$ cat src/rtl/busy_arb_pkg.sv
package busy_arb_pkg;

  localparam int NUM_PORTS = 2;
  localparam int PORT_L    = 0;
  localparam int PORT_R    = 1;

  typedef enum logic [1:0] {
    OWN_NONE  = 2'd0,
    OWN_LEFT  = 2'd1,
    OWN_RIGHT = 2'd2
  } owner_e;

  // Detector -> control: contention and per-port claim starts
  typedef struct packed {
    logic                 match;
    logic [NUM_PORTS-1:0] fresh;
  } contEvt_t;

  // Control -> datapath: per-port hold-off strobes (1 = this port loses)
  typedef struct packed {
    logic [NUM_PORTS-1:0] holdOff;
  } busyStrobe_t;

endpackage

$ cat src/rtl/contention_detect.sv
module contention_detect
  import busy_arb_pkg::*;
#(
  parameter int ADDR_W = 14
) (
  input  logic                                clk,
  input  logic                                rstN,
  input  logic [NUM_PORTS-1:0]                portEn,
  input  logic [NUM_PORTS-1:0][ADDR_W-1:0]    portAddr,
  output contEvt_t                            evt
);

  logic [NUM_PORTS-1:0]             prevEn;
  logic [NUM_PORTS-1:0][ADDR_W-1:0] prevAddr;
  logic [NUM_PORTS-1:0]             freshVec;

  // One history register set per port; a claim starts on a rising enable
  // or on an address change while the enable stays high.
  for (genvar p = 0; p < NUM_PORTS; p++) begin : g_port
    always_ff @(posedge clk or negedge rstN) begin
      if (!rstN) begin
        prevEn[p]   <= 1'b0;
        prevAddr[p] <= '0;
      end else begin
        prevEn[p]   <= portEn[p];
        prevAddr[p] <= portAddr[p];
      end
    end

    assign freshVec[p] = portEn[p] &&
                         (!prevEn[p] || (portAddr[p] != prevAddr[p]));
  end

  assign evt.match = portEn[PORT_L] && portEn[PORT_R] &&
                     (portAddr[PORT_L] == portAddr[PORT_R]);
  assign evt.fresh = freshVec;

endmodule

$ cat src/rtl/owner_ctrl.sv
module owner_ctrl
  import busy_arb_pkg::*;
#(
  parameter bit TIE_RIGHT = 1'b0
) (
  input  logic        clk,
  input  logic        rstN,
  input  contEvt_t    evt,
  output busyStrobe_t strobe
);

  localparam owner_e TIE_OWNER = TIE_RIGHT ? OWN_RIGHT : OWN_LEFT;

  owner_e owner, ownerNext;
  logic   freshL, freshR;

  assign freshL = evt.fresh[PORT_L];
  assign freshR = evt.fresh[PORT_R];

  always_comb begin
    ownerNext = owner;
    if (!evt.match)                           ownerNext = OWN_NONE;
    else if (owner == OWN_LEFT  && !freshL)   ownerNext = OWN_LEFT;
    else if (owner == OWN_RIGHT && !freshR)   ownerNext = OWN_RIGHT;
    else if (freshR && !freshL)               ownerNext = OWN_LEFT;
    else if (freshL && !freshR)               ownerNext = OWN_RIGHT;
    else                                      ownerNext = TIE_OWNER;
  end

  always_ff @(posedge clk or negedge rstN) begin
    if (!rstN) owner <= OWN_NONE;
    else       owner <= ownerNext;
  end

  assign strobe.holdOff[PORT_L] = (owner == OWN_RIGHT);
  assign strobe.holdOff[PORT_R] = (owner == OWN_LEFT);

  // no contention clears the decision on the next edge
  p_idle_clear_r1: assert property (@(posedge clk) disable iff (!rstN)
    !evt.match |=> owner == OWN_NONE);

  // a late claim against an established one loses
  p_first_come_r2: assert property (@(posedge clk) disable iff (!rstN)
    (evt.match && freshR && !freshL) |=> owner == OWN_LEFT);

  // simultaneous starts go to the configured side
  p_tie_break_r4: assert property (@(posedge clk) disable iff (!rstN)
    (evt.match && freshL && freshR) |=> owner == TIE_OWNER);

  // an unchanged winner keeps the location
  p_hold_r5: assert property (@(posedge clk) disable iff (!rstN)
    (evt.match && owner == OWN_RIGHT && !freshR) |=> owner == OWN_RIGHT);

endmodule

$ cat src/rtl/port_gate.sv
module port_gate
  import busy_arb_pkg::*;
(
  input  logic                 clk,
  input  logic                 rstN,
  input  logic                 isMaster,
  input  busyStrobe_t          strobe,
  input  logic [NUM_PORTS-1:0] busyInN,
  input  logic [NUM_PORTS-1:0] portEn,
  input  logic [NUM_PORTS-1:0] wrReq,
  output logic [NUM_PORTS-1:0] busyN,
  output logic [NUM_PORTS-1:0] wrGrant
);

  for (genvar p = 0; p < NUM_PORTS; p++) begin : g_port
    assign busyN[p]   = isMaster ? ~strobe.holdOff[p] : busyInN[p];
    assign wrGrant[p] = wrReq[p] && portEn[p] && busyN[p];

    // a busy port never writes
    p_write_block_r8: assert property (@(posedge clk) disable iff (!rstN)
      !busyN[p] |-> !wrGrant[p]);
  end

endmodule

$ cat src/rtl/busy_arbiter.sv
module busy_arbiter
  import busy_arb_pkg::*;
#(
  parameter int ADDR_W    = 14,
  parameter bit TIE_RIGHT = 1'b0
) (
  input  logic              clk,
  input  logic              rstN,
  input  logic              isMaster,
  input  logic              ceL,
  input  logic [ADDR_W-1:0] addrL,
  input  logic              wrReqL,
  input  logic              busyInLN,
  input  logic              ceR,
  input  logic [ADDR_W-1:0] addrR,
  input  logic              wrReqR,
  input  logic              busyInRN,
  output logic              busyLN,
  output logic              busyRN,
  output logic              wrGrantL,
  output logic              wrGrantR
);

  logic [NUM_PORTS-1:0]             portEn, wrReq, busyInN, busyN, wrGrant;
  logic [NUM_PORTS-1:0][ADDR_W-1:0] portAddr;
  contEvt_t                         evt;
  busyStrobe_t                      strobe;

  assign portEn   = {ceR, ceL};
  assign portAddr = {addrR, addrL};
  assign wrReq    = {wrReqR, wrReqL};
  assign busyInN  = {busyInRN, busyInLN};

  contention_detect #(.ADDR_W(ADDR_W)) u_detect (
    .clk(clk), .rstN(rstN), .portEn(portEn), .portAddr(portAddr), .evt(evt)
  );

  owner_ctrl #(.TIE_RIGHT(TIE_RIGHT)) u_ctrl (
    .clk(clk), .rstN(rstN), .evt(evt), .strobe(strobe)
  );

  port_gate u_gate (
    .clk(clk), .rstN(rstN), .isMaster(isMaster), .strobe(strobe),
    .busyInN(busyInN), .portEn(portEn), .wrReq(wrReq),
    .busyN(busyN), .wrGrant(wrGrant)
  );

  assign busyLN   = busyN[PORT_L];
  assign busyRN   = busyN[PORT_R];
  assign wrGrantL = wrGrant[PORT_L];
  assign wrGrantR = wrGrant[PORT_R];

endmodule

$ cat config.mk
export PLATFORM = sky130hd
export DESIGN_NAME = busy_arbiter
export DESIGN_NICKNAME = d
export VERILOG_FILES = /design/src/rtl/busy_arb_pkg.sv /design/src/rtl/contention_detect.sv /design/src/rtl/owner_ctrl.sv /design/src/rtl/port_gate.sv /design/src/rtl/busy_arbiter.sv
export SDC_FILE = /design/constraint.sdc
export NUM_CORES = 1
export LEC_CHECK = 0
export BUFFER_PORTS_ARGS = -buffer_cell sky130_fd_sc_hd__buf_4
export CORE_MARGIN = 2
export CORE_UTILIZATION = 55
export CTS_BUF_LIST = sky130_fd_sc_hd__clkbuf_8
export DETAILED_ROUTE_END_ITERATION = 6
export PLACE_DENSITY = 0.84
export REMOVE_ABC_BUFFERS = 1
export SYNTH_ARGS = -nofsm -noshare
export SYNTH_HDL_FRONTEND = slang
export SYNTH_HIERARCHICAL = 1
export SYNTH_SLANG_ARGS = --single-unit
$ cat constraint.sdc
create_clock -name clk -period 4.1 [get_ports clk]
set_clock_uncertainty 0.05 [all_clocks]
set_input_delay 0.205 -clock clk [delete_from_list [all_inputs] [get_ports clk]]
set_output_delay 0.205 -clock clk [all_outputs]
set_load 0.1 [all_outputs]
==> results of run 1 <==
[critical path: stages]
cell	delay, ns
dlygate4sd3_1	0.53
buf_4	0.15
xor2_1	0.17
nor4_1	0.31
nand4_1	0.16
nor3_1	0.34
nand2_1	0.13
o21ai_1	0.09
[how the worst max path moves through the flow]
| stage | slack (ns) | to |
|---|---|---|
| after floorplan | 2.25 | wrGrantR |
| after global placement | 2.52 | u_ctrl/owner[1]$_DFF_PN0_ |
| after detailed placement | 2.48 | u_ctrl/owner[1]$_DFF_PN0_ |
| after CTS | 2.43 | wrGrantR |
| after global routing | 2.07 | u_ctrl/owner[0]$_DFF_PN0_ |
| final | 2.16 | u_ctrl/owner[0]$_DFF_PN0_ |
[sequential cells by signal, indices dropped and copies added, names as in the netlist]
name               flops
u_detect/prevAddr     28
u_ctrl/owner           2
u_detect/prevEn        2
[metal layers]
layer | wire, µm | track usage | up-vias
li1 | - | - | 498
met1 | 1210 | 0.223 | 512
met2 | 1650 | 0.369 | 42
met3 | 164 | 0.107 | 9
met4 | 70 | 0.0917 | 0
met5 | 0 | 0 | -
[power groups by stage]
| stage | registers (mW) | clock network [mW] | logic [mW] |
|---|---|---|---|
| 2_1_floorplan | 0.342 | 0 | 0.0583 |
| 3_3_place_gp | 0.342 | 0 | 0.113 |
| 3_5_place_dp | 0.344 | 0 | 0.116 |
| 4_1_cts | 0.338 | 0.225 | 0.118 |
| 5_1_grt | 0.339 | 0.239 | 0.144 |
| 6_report | 0.338 | 0.219 | 0.135 |
[cells by family after synthesis]
group	synth area share
xor gates and xnor gates	0.264
DFF	0.575
and+or+nand+nor	0.122
AOI/OAI and AO/OA	0.0359
buffers and inverters	0.00269
[cells in the final DEF, fill, tap and decap left out, types with 3 or more instances in the layout]
| cell type | n |
|---|---|
| dfrtp_1 | 32 |
| nor4_1 | 3 |
| dlygate4sd3_1 | 23 |
| xor2_1 | 14 |
| nand4_1 | 9 |
| clkbuf_8 | 5 |
| nand2_1 | 5 |
| nand2b_1 | 3 |
| buf_4 | 40 |
| xnor2_1 | 28 |
[stage by stage]
step | area [µm²] | cells | util
5_1_grt | 2040 | 207 | 0.838
3_5_place_dp | 1730 | 177 | 0.711
4_1_cts | 1820 | 185 | 0.747
3_3_place_gp | 1730 | 177 | 0.711
6_report | 2040 | 207 | 0.838
2_1_floorplan | 1390 | 107 | -
[cell type report]
| cell class | count | area, µm² |
|---|---|---|
| tap | 30 | 37.5 |
| inverter | 1 | 3.75 |
| sequential | 32 | 801 |
| multi-input combinational | 74 | 588 |
| clock buffer | 5 | 68.8 |
| clock inverter | 2 | 8.76 |
| timing repair buffer | 63 | 531 |
| fill | 140 | 394 |
[what timing repair did]
action	CTS	global route
hold buffers	1	22
endpoints found under the hold margin	32	22
gates resized for setup	0	0
==> impl_results.md, run 1 <==
- Residual DRC: 0
- EDFF count, synth: 0
- Number of global-route vias before repair: 987
- Arrival time worst endpoint: 2.10 ns
- Die area: 0.00295 mm²
- Post-route setup slack: 2.16 ns
- Post CTS Setup Buffer Count: 0
- Pleak: 0.909 nW
- Cell with the most instances after synthesis: dfrtp_1
- Int Power: 0.512 mW
- Routability-driven placement congestion ratio: 0.821
- Hold worst-path end: u_detect/prevAddr[0]$_DFF_PN0_
- Initial core utilization: 0.573
- Cells after synthesis: 107
- Share of the synthesized area in the top cell type: 0.575
- Startpoint class of the critical path: input port
- Sequential area share after synthesis: 0.575
- Status: complete, no violations
- Slew HR: 0.733
- CTS sink cnt: 32
- Die height: 54.3 µm
- Most common flop cell mapped by yosys: dfrtp_1
- Final #Nets: 214
- Avg Vias per Cell: 5.13
- Synth warn: 6
- Hold Crit Depth: 1
- Syn_area_per_cell: 13.0 µm²
- Post-synth top cells: dfrtp_1 (32), xnor2_1 (28), xor2_1 (14), nand4_1 (9), nand2_1 (5)
- RSZ-0062 raised after global routing: false
- Net switching power: 0.180 mW
- Post-route setup TNS: 0 ns
- IO Pins: 41
- Global route total overflow: 0
- Biggest area consumer among synthesized cells: dfrtp_1
- CTS tree: yes
- Via count: 1061
- MaxCap Viol Count: 0
- FP Rows: 18
- Mapped cell area: 0.00139 mm²
- Num CTS Buffers: 5
- Core ar.: 0.00243 mm²
- Path depth of the worst reg2reg path: 6
- Antenna violations before repair: 0
- Final min period: 1.94 ns
- Post-synthesis cell type count: 17
- Ys async rst share: 1.00
- Wire per inst: 15.0 µm
- GRT Total Usage: 0.216
- Logic pwr share: 0.195
- DRT Pass-1 Iters: 4
- RR Startpoint: u_detect/prevAddr[8]$_DFF_PN0_
- Max-slew violation count: 0
- Root Buffer: clkbuf_8
- First-pass GRT wire length: 4150 µm
- Area delta synth->final: 46.4%
- Yosys reg bits: 32
- Hold Crit Class: in -> reg
- Worst EP required: 4.25 ns
- Fraction of layout cells with a size suffix above 1: 0.288
- Maximum clock frequency: 514 MHz
- Least-Margin Pin Slew: 0.398 ns
- Inserted Diodes: 0
- Iteration-0 DRC Markers: 6
- Max VDD drop: 0.355 mV
- Final wirelength: 3100 µm
- DPL Wire Length: 2050 µm
- CTS H-tree depth: 2
- Clk pwr share: 0.316
- Crit path max fanout: 3
- Critical path class: in -> reg
- Top cells by area, synth: dfrtp_1 (58%), xnor2_1 (18%), xor2_1 (8.8%), nand4_1 (4.0%), nand2b_4 (2.0%)
- Hold Crit Start: addrL[0]
- Hold_ws: 0.0140 ns
- Reg2Reg Capture Point: u_ctrl/owner[0]$_DFF_PN0_
- Crit end category: register
- Total Power: 0.692 mW
- Final setup viols: 0
- Clock-pin slew on the worst setup and hold paths: 0.06 ns
- R2r setup slk: 2.46 ns
- DP Worst Slack: 2.48 ns
- Clock buffer depth: 2
- Clock latency on the worst-skew pair: 0.28 ns
- Part of the cycle the worst path needs: 0.474
- Final Hold Viols: 0
- Flop pwr share: 0.489
- DIE WIDTH: 54.3 µm
- Antenna Nets Post-Route: 0
- Sw Share: 0.260
- Largest net degree at the start of global routing: 33
- Pwr/cell area: 339 mW/mm²
- Port bufs: 40
- Beginning of the critical path: addrR[12]
No activity file was read; power rests on OpenSTA's default activity.
==> run 2, diff against run 1 <==
CORE_UTILIZATION = 47   (was 55)
PLACE_DENSITY = 0.77   (was 0.84)
clock period = 1.65 ns   (was 4.1 ns; I/O delays follow)
==> run 2 against run 1 <==
Against the previous run: die area is 16% higher; sequential cell count stayed put; total power grew to 2.6 times the previous value; clock power grew to 2.7 times the previous value; worst setup slack worse by 2.1 ns; critical path depth is 3 lower; first-iteration DRC count grew to 3.2 times the previous value; final cell count is 4.3% higher; critical path type is now reg -> reg; critical endpoint is now u_ctrl/owner[1]$_DFF_PN0_.
==> impl_results.md, run 2 (same netlist as run 1, synthesis figures left out) <==
- Fraction of layout cells with a size suffix above 1: 0.281 (was 0.288)
- Crit end category: register (unchanged)
- Clock latency on the worst-skew pair: 0.28 ns (about the same)
- Least-Margin Pin Slew: 0.386 ns (was 0.398 ns)
- First-pass GRT wire length: 5140 µm (was 4150 µm)
- Path depth of the worst reg2reg path: 5 (was 6)
- Fin area: 0.00214 mm² (was 0.00204 mm²)
- Biggest register: u_detect/prevAddr (unchanged)
- Maximum clock frequency: 622 MHz
- Clock-pin slew on the worst setup and hold paths: 0.06 ns (about the same)
- Die height: 58.4 µm (was 54.3 µm)
- Hold_ws: 0.197 ns (was 0.0140 ns)
- Routability-driven placement congestion ratio: 0.743 (was 0.821)
- Via count: 1058 (was 1061)
- Startpoint class of the critical path: register (was input port)
- CTS H-tree depth: 2 (unchanged)
- CTS tree: yes (unchanged)
- Residual DRC: 0 (unchanged)
- Most frequent cells in the layout: buf_4 (39), dfrtp_1 (32), dlygate4sd3_1 (31), xnor2_1 (28), xor2_1 (14) (was buf_4 (40), dfrtp_1 (32), xnor2_1 (28), dlygate4sd3_1 (23), xor2_1 (14))
- DRT Pass-1 Iters: 4 (unchanged)
- Part of the cycle the worst path needs: 0.974
- Inserted Diodes: 0 (unchanged)
- GRT Total Usage: 0.215 (was 0.216)
- CP Capture Point: u_ctrl/owner[1]$_DFF_PN0_ (was u_ctrl/owner[0]$_DFF_PN0_)
- Iteration-0 DRC Markers: 19 (was 6)
- Port bufs: 40 (unchanged)
- Most common cell after layout, fill and taps aside: buf_4 (unchanged)
- Num CTS Buffers: 5 (unchanged)
- Critical path class: reg -> reg (was in -> reg)
- MaxCap Viol Count: 0 (unchanged)
- Final wirelength: 3210 µm (was 3100 µm)
- Placed Instances: 178 (was 177)
- Filler instances: 184 (was 140)
- Int Power: 1.33 mW (was 0.512 mW)
- Total Power: 1.78 mW (was 0.692 mW)
- Clock buffer depth: 2 (unchanged)
- RSZ-0062 raised after global routing: false (unchanged)
- Net switching power: 0.452 mW (was 0.180 mW)
- Slew HR: 0.743 (was 0.733)
- Final #Nets: 221 (was 214)
- Worst EP required: 1.77 ns (was 4.25 ns)
- Final setup viols: 0 (unchanged)
- Arrival time worst endpoint: 1.73 ns (was 2.10 ns)
- Max VDD drop: 0.857 mV (was 0.355 mV)
- Final cell count without fillers: 216 (was 207)
- Number of global-route vias before repair: 1154 (was 987)
- Initial core utilization: 0.501 (was 0.573)
- Final min period: 1.61 ns
- Max-slew violation count: 0 (unchanged)
- Largest regs: u_detect/prevAddr x28, u_ctrl/owner x2, u_detect/prevEn x2 (unchanged)
- IO Pins: 41 (unchanged)
- Area delta synth->final: 53.4% (was 46.4%)
- Avg Vias per Cell: 4.90 (was 5.13)
- DP Area: 0.00173 mm² (about the same)
- Pwr/cell area: 835 mW/mm² (was 339 mW/mm²)
- Core ar.: 0.00278 mm² (was 0.00243 mm²)
- Sw Share: 0.253 (was 0.260)
- Beginning of the critical path: u_detect/prevAddr[1]$_DFF_PN0_ (was addrR[12])
- Root Buffer: clkbuf_8 (unchanged)
- Max reg flops: 28 (unchanged)
- Post CTS Setup Buffer Count: 0 (unchanged)
- Final Hold Viols: 0 (unchanged)
- Global route total overflow: 0 (unchanged)
- Largest net degree at the start of global routing: 33 (unchanged)
- RR Startpoint: u_detect/prevAddr[1]$_DFF_PN0_ (was u_detect/prevAddr[8]$_DFF_PN0_)
- Wire per inst: 14.9 µm (was 15.0 µm)
- Crit path max fanout: 2 (was 3)
- Final core occ: 0.768 (was 0.838)
- DP Worst Slack: 0.0587 ns (was 2.48 ns)
- Hold Crit Class: in -> reg (unchanged)
- FP Rows: 19 (was 18)
- Die area: 0.00341 mm² (was 0.00295 mm²)
- Post-route setup slack: 0.0433 ns (was 2.16 ns)
- Antenna Nets Post-Route: 0 (unchanged)
- Pleak: 0.947 nW (was 0.909 nW)
- Post-route setup TNS: 0 ns (unchanged)
- Reg2Reg Capture Point: u_ctrl/owner[1]$_DFF_PN0_ (was u_ctrl/owner[0]$_DFF_PN0_)
- Antenna violations before repair: 0 (unchanged)
- Clk pwr share: 0.333 (was 0.316)
- R2r setup slk: 0.04 ns (was 2.46 ns)
- Logic pwr share: 0.195 (about the same)
- CTS sink cnt: 32 (unchanged)
- Status: complete, no violations (unchanged)
- Flop pwr share: 0.472 (was 0.489)
- DIE WIDTH: 58.4 µm (was 54.3 µm)
-- run 2: cell count changes in the layout (fill, tap and decap cells not counted) --
cell           change
nor4_2             +1
nor4_1             -1
buf_4              -1
inv_1              +1
clkbuf_8           +1
nor3_2             +1
nor3_1             -1
clkinv_2           -1
dlygate4sd3_1      +8
-- run 2: how the worst min path moves through the flow --
stage / cells after the start / endpoint / from / slack, ns
6_report: 6 / u_ctrl/owner[0]$_DFF_PN0_ / addrR[7] / 0.20
3_3_place_gp: 1 / u_detect/prevAddr[2]$_DFF_PN0_ / rstN / -0.02
2_1_floorplan: 0 / u_ctrl/owner[0]$_DFF_PN0_ / rstN / -0.26
4_1_cts: 6 / u_ctrl/owner[0]$_DFF_PN0_ / addrR[7] / 0.19
3_5_place_dp: 1 / u_detect/prevAddr[10]$_DFF_PN0_ / rstN / -0.02
5_1_grt: 6 / u_ctrl/owner[0]$_DFF_PN0_ / addrR[7] / 0.21
-- run 2: final cells by class --
cell class | count | area, µm² | share of cell area
Sequential cell | 32 | 801 | 0.375
Inverter | 1 | 3.75 | 0.00176
Clock buffer | 6 | 82.6 | 0.0387
Clock inverter | 2 | 7.51 | 0.00351
Timing Repair Buffer | 70 | 603 | 0.282
Tap cell | 31 | 38.8 | 0.0182
Multi-Input combinational cell | 74 | 599 | 0.281
-- run 2: worst max-delay path, stage by stage, from the launching register on --
cell,delay (ns)
dfrtp_1,0.38
xor2_1,0.14
nor4_1,0.25
nand4_1,0.13
o31a_1,0.32
o211a_1,0.23
-- run 2: power groups by stage --
| stage | clock, mW | combinational [mW] | sequential (mW) |
|---|---|---|---|
| after floorplan | 0 | 0.145 | 0.850 |
| after global placement | 0 | 0.282 | 0.851 |
| after detailed placement | 0 | 0.286 | 0.854 |
| after CTS | 0.611 | 0.345 | 0.840 |
| after global routing | 0.648 | 0.373 | 0.843 |
| final | 0.594 | 0.348 | 0.841 |
-- run 2: routing by layer --
layer  share of wire  track usage
met1            0.40        0.226
met2            0.50        0.374
met3           0.060       0.0769
met4           0.036        0.113
met5               0            0
-- run 2: timing repair --
action	4_1_cts	5_1_grt
hold endpoints to repair	62	0
endpoints found under the setup margin	0	2
hold buffers	31	0
gates resized for setup	0	2
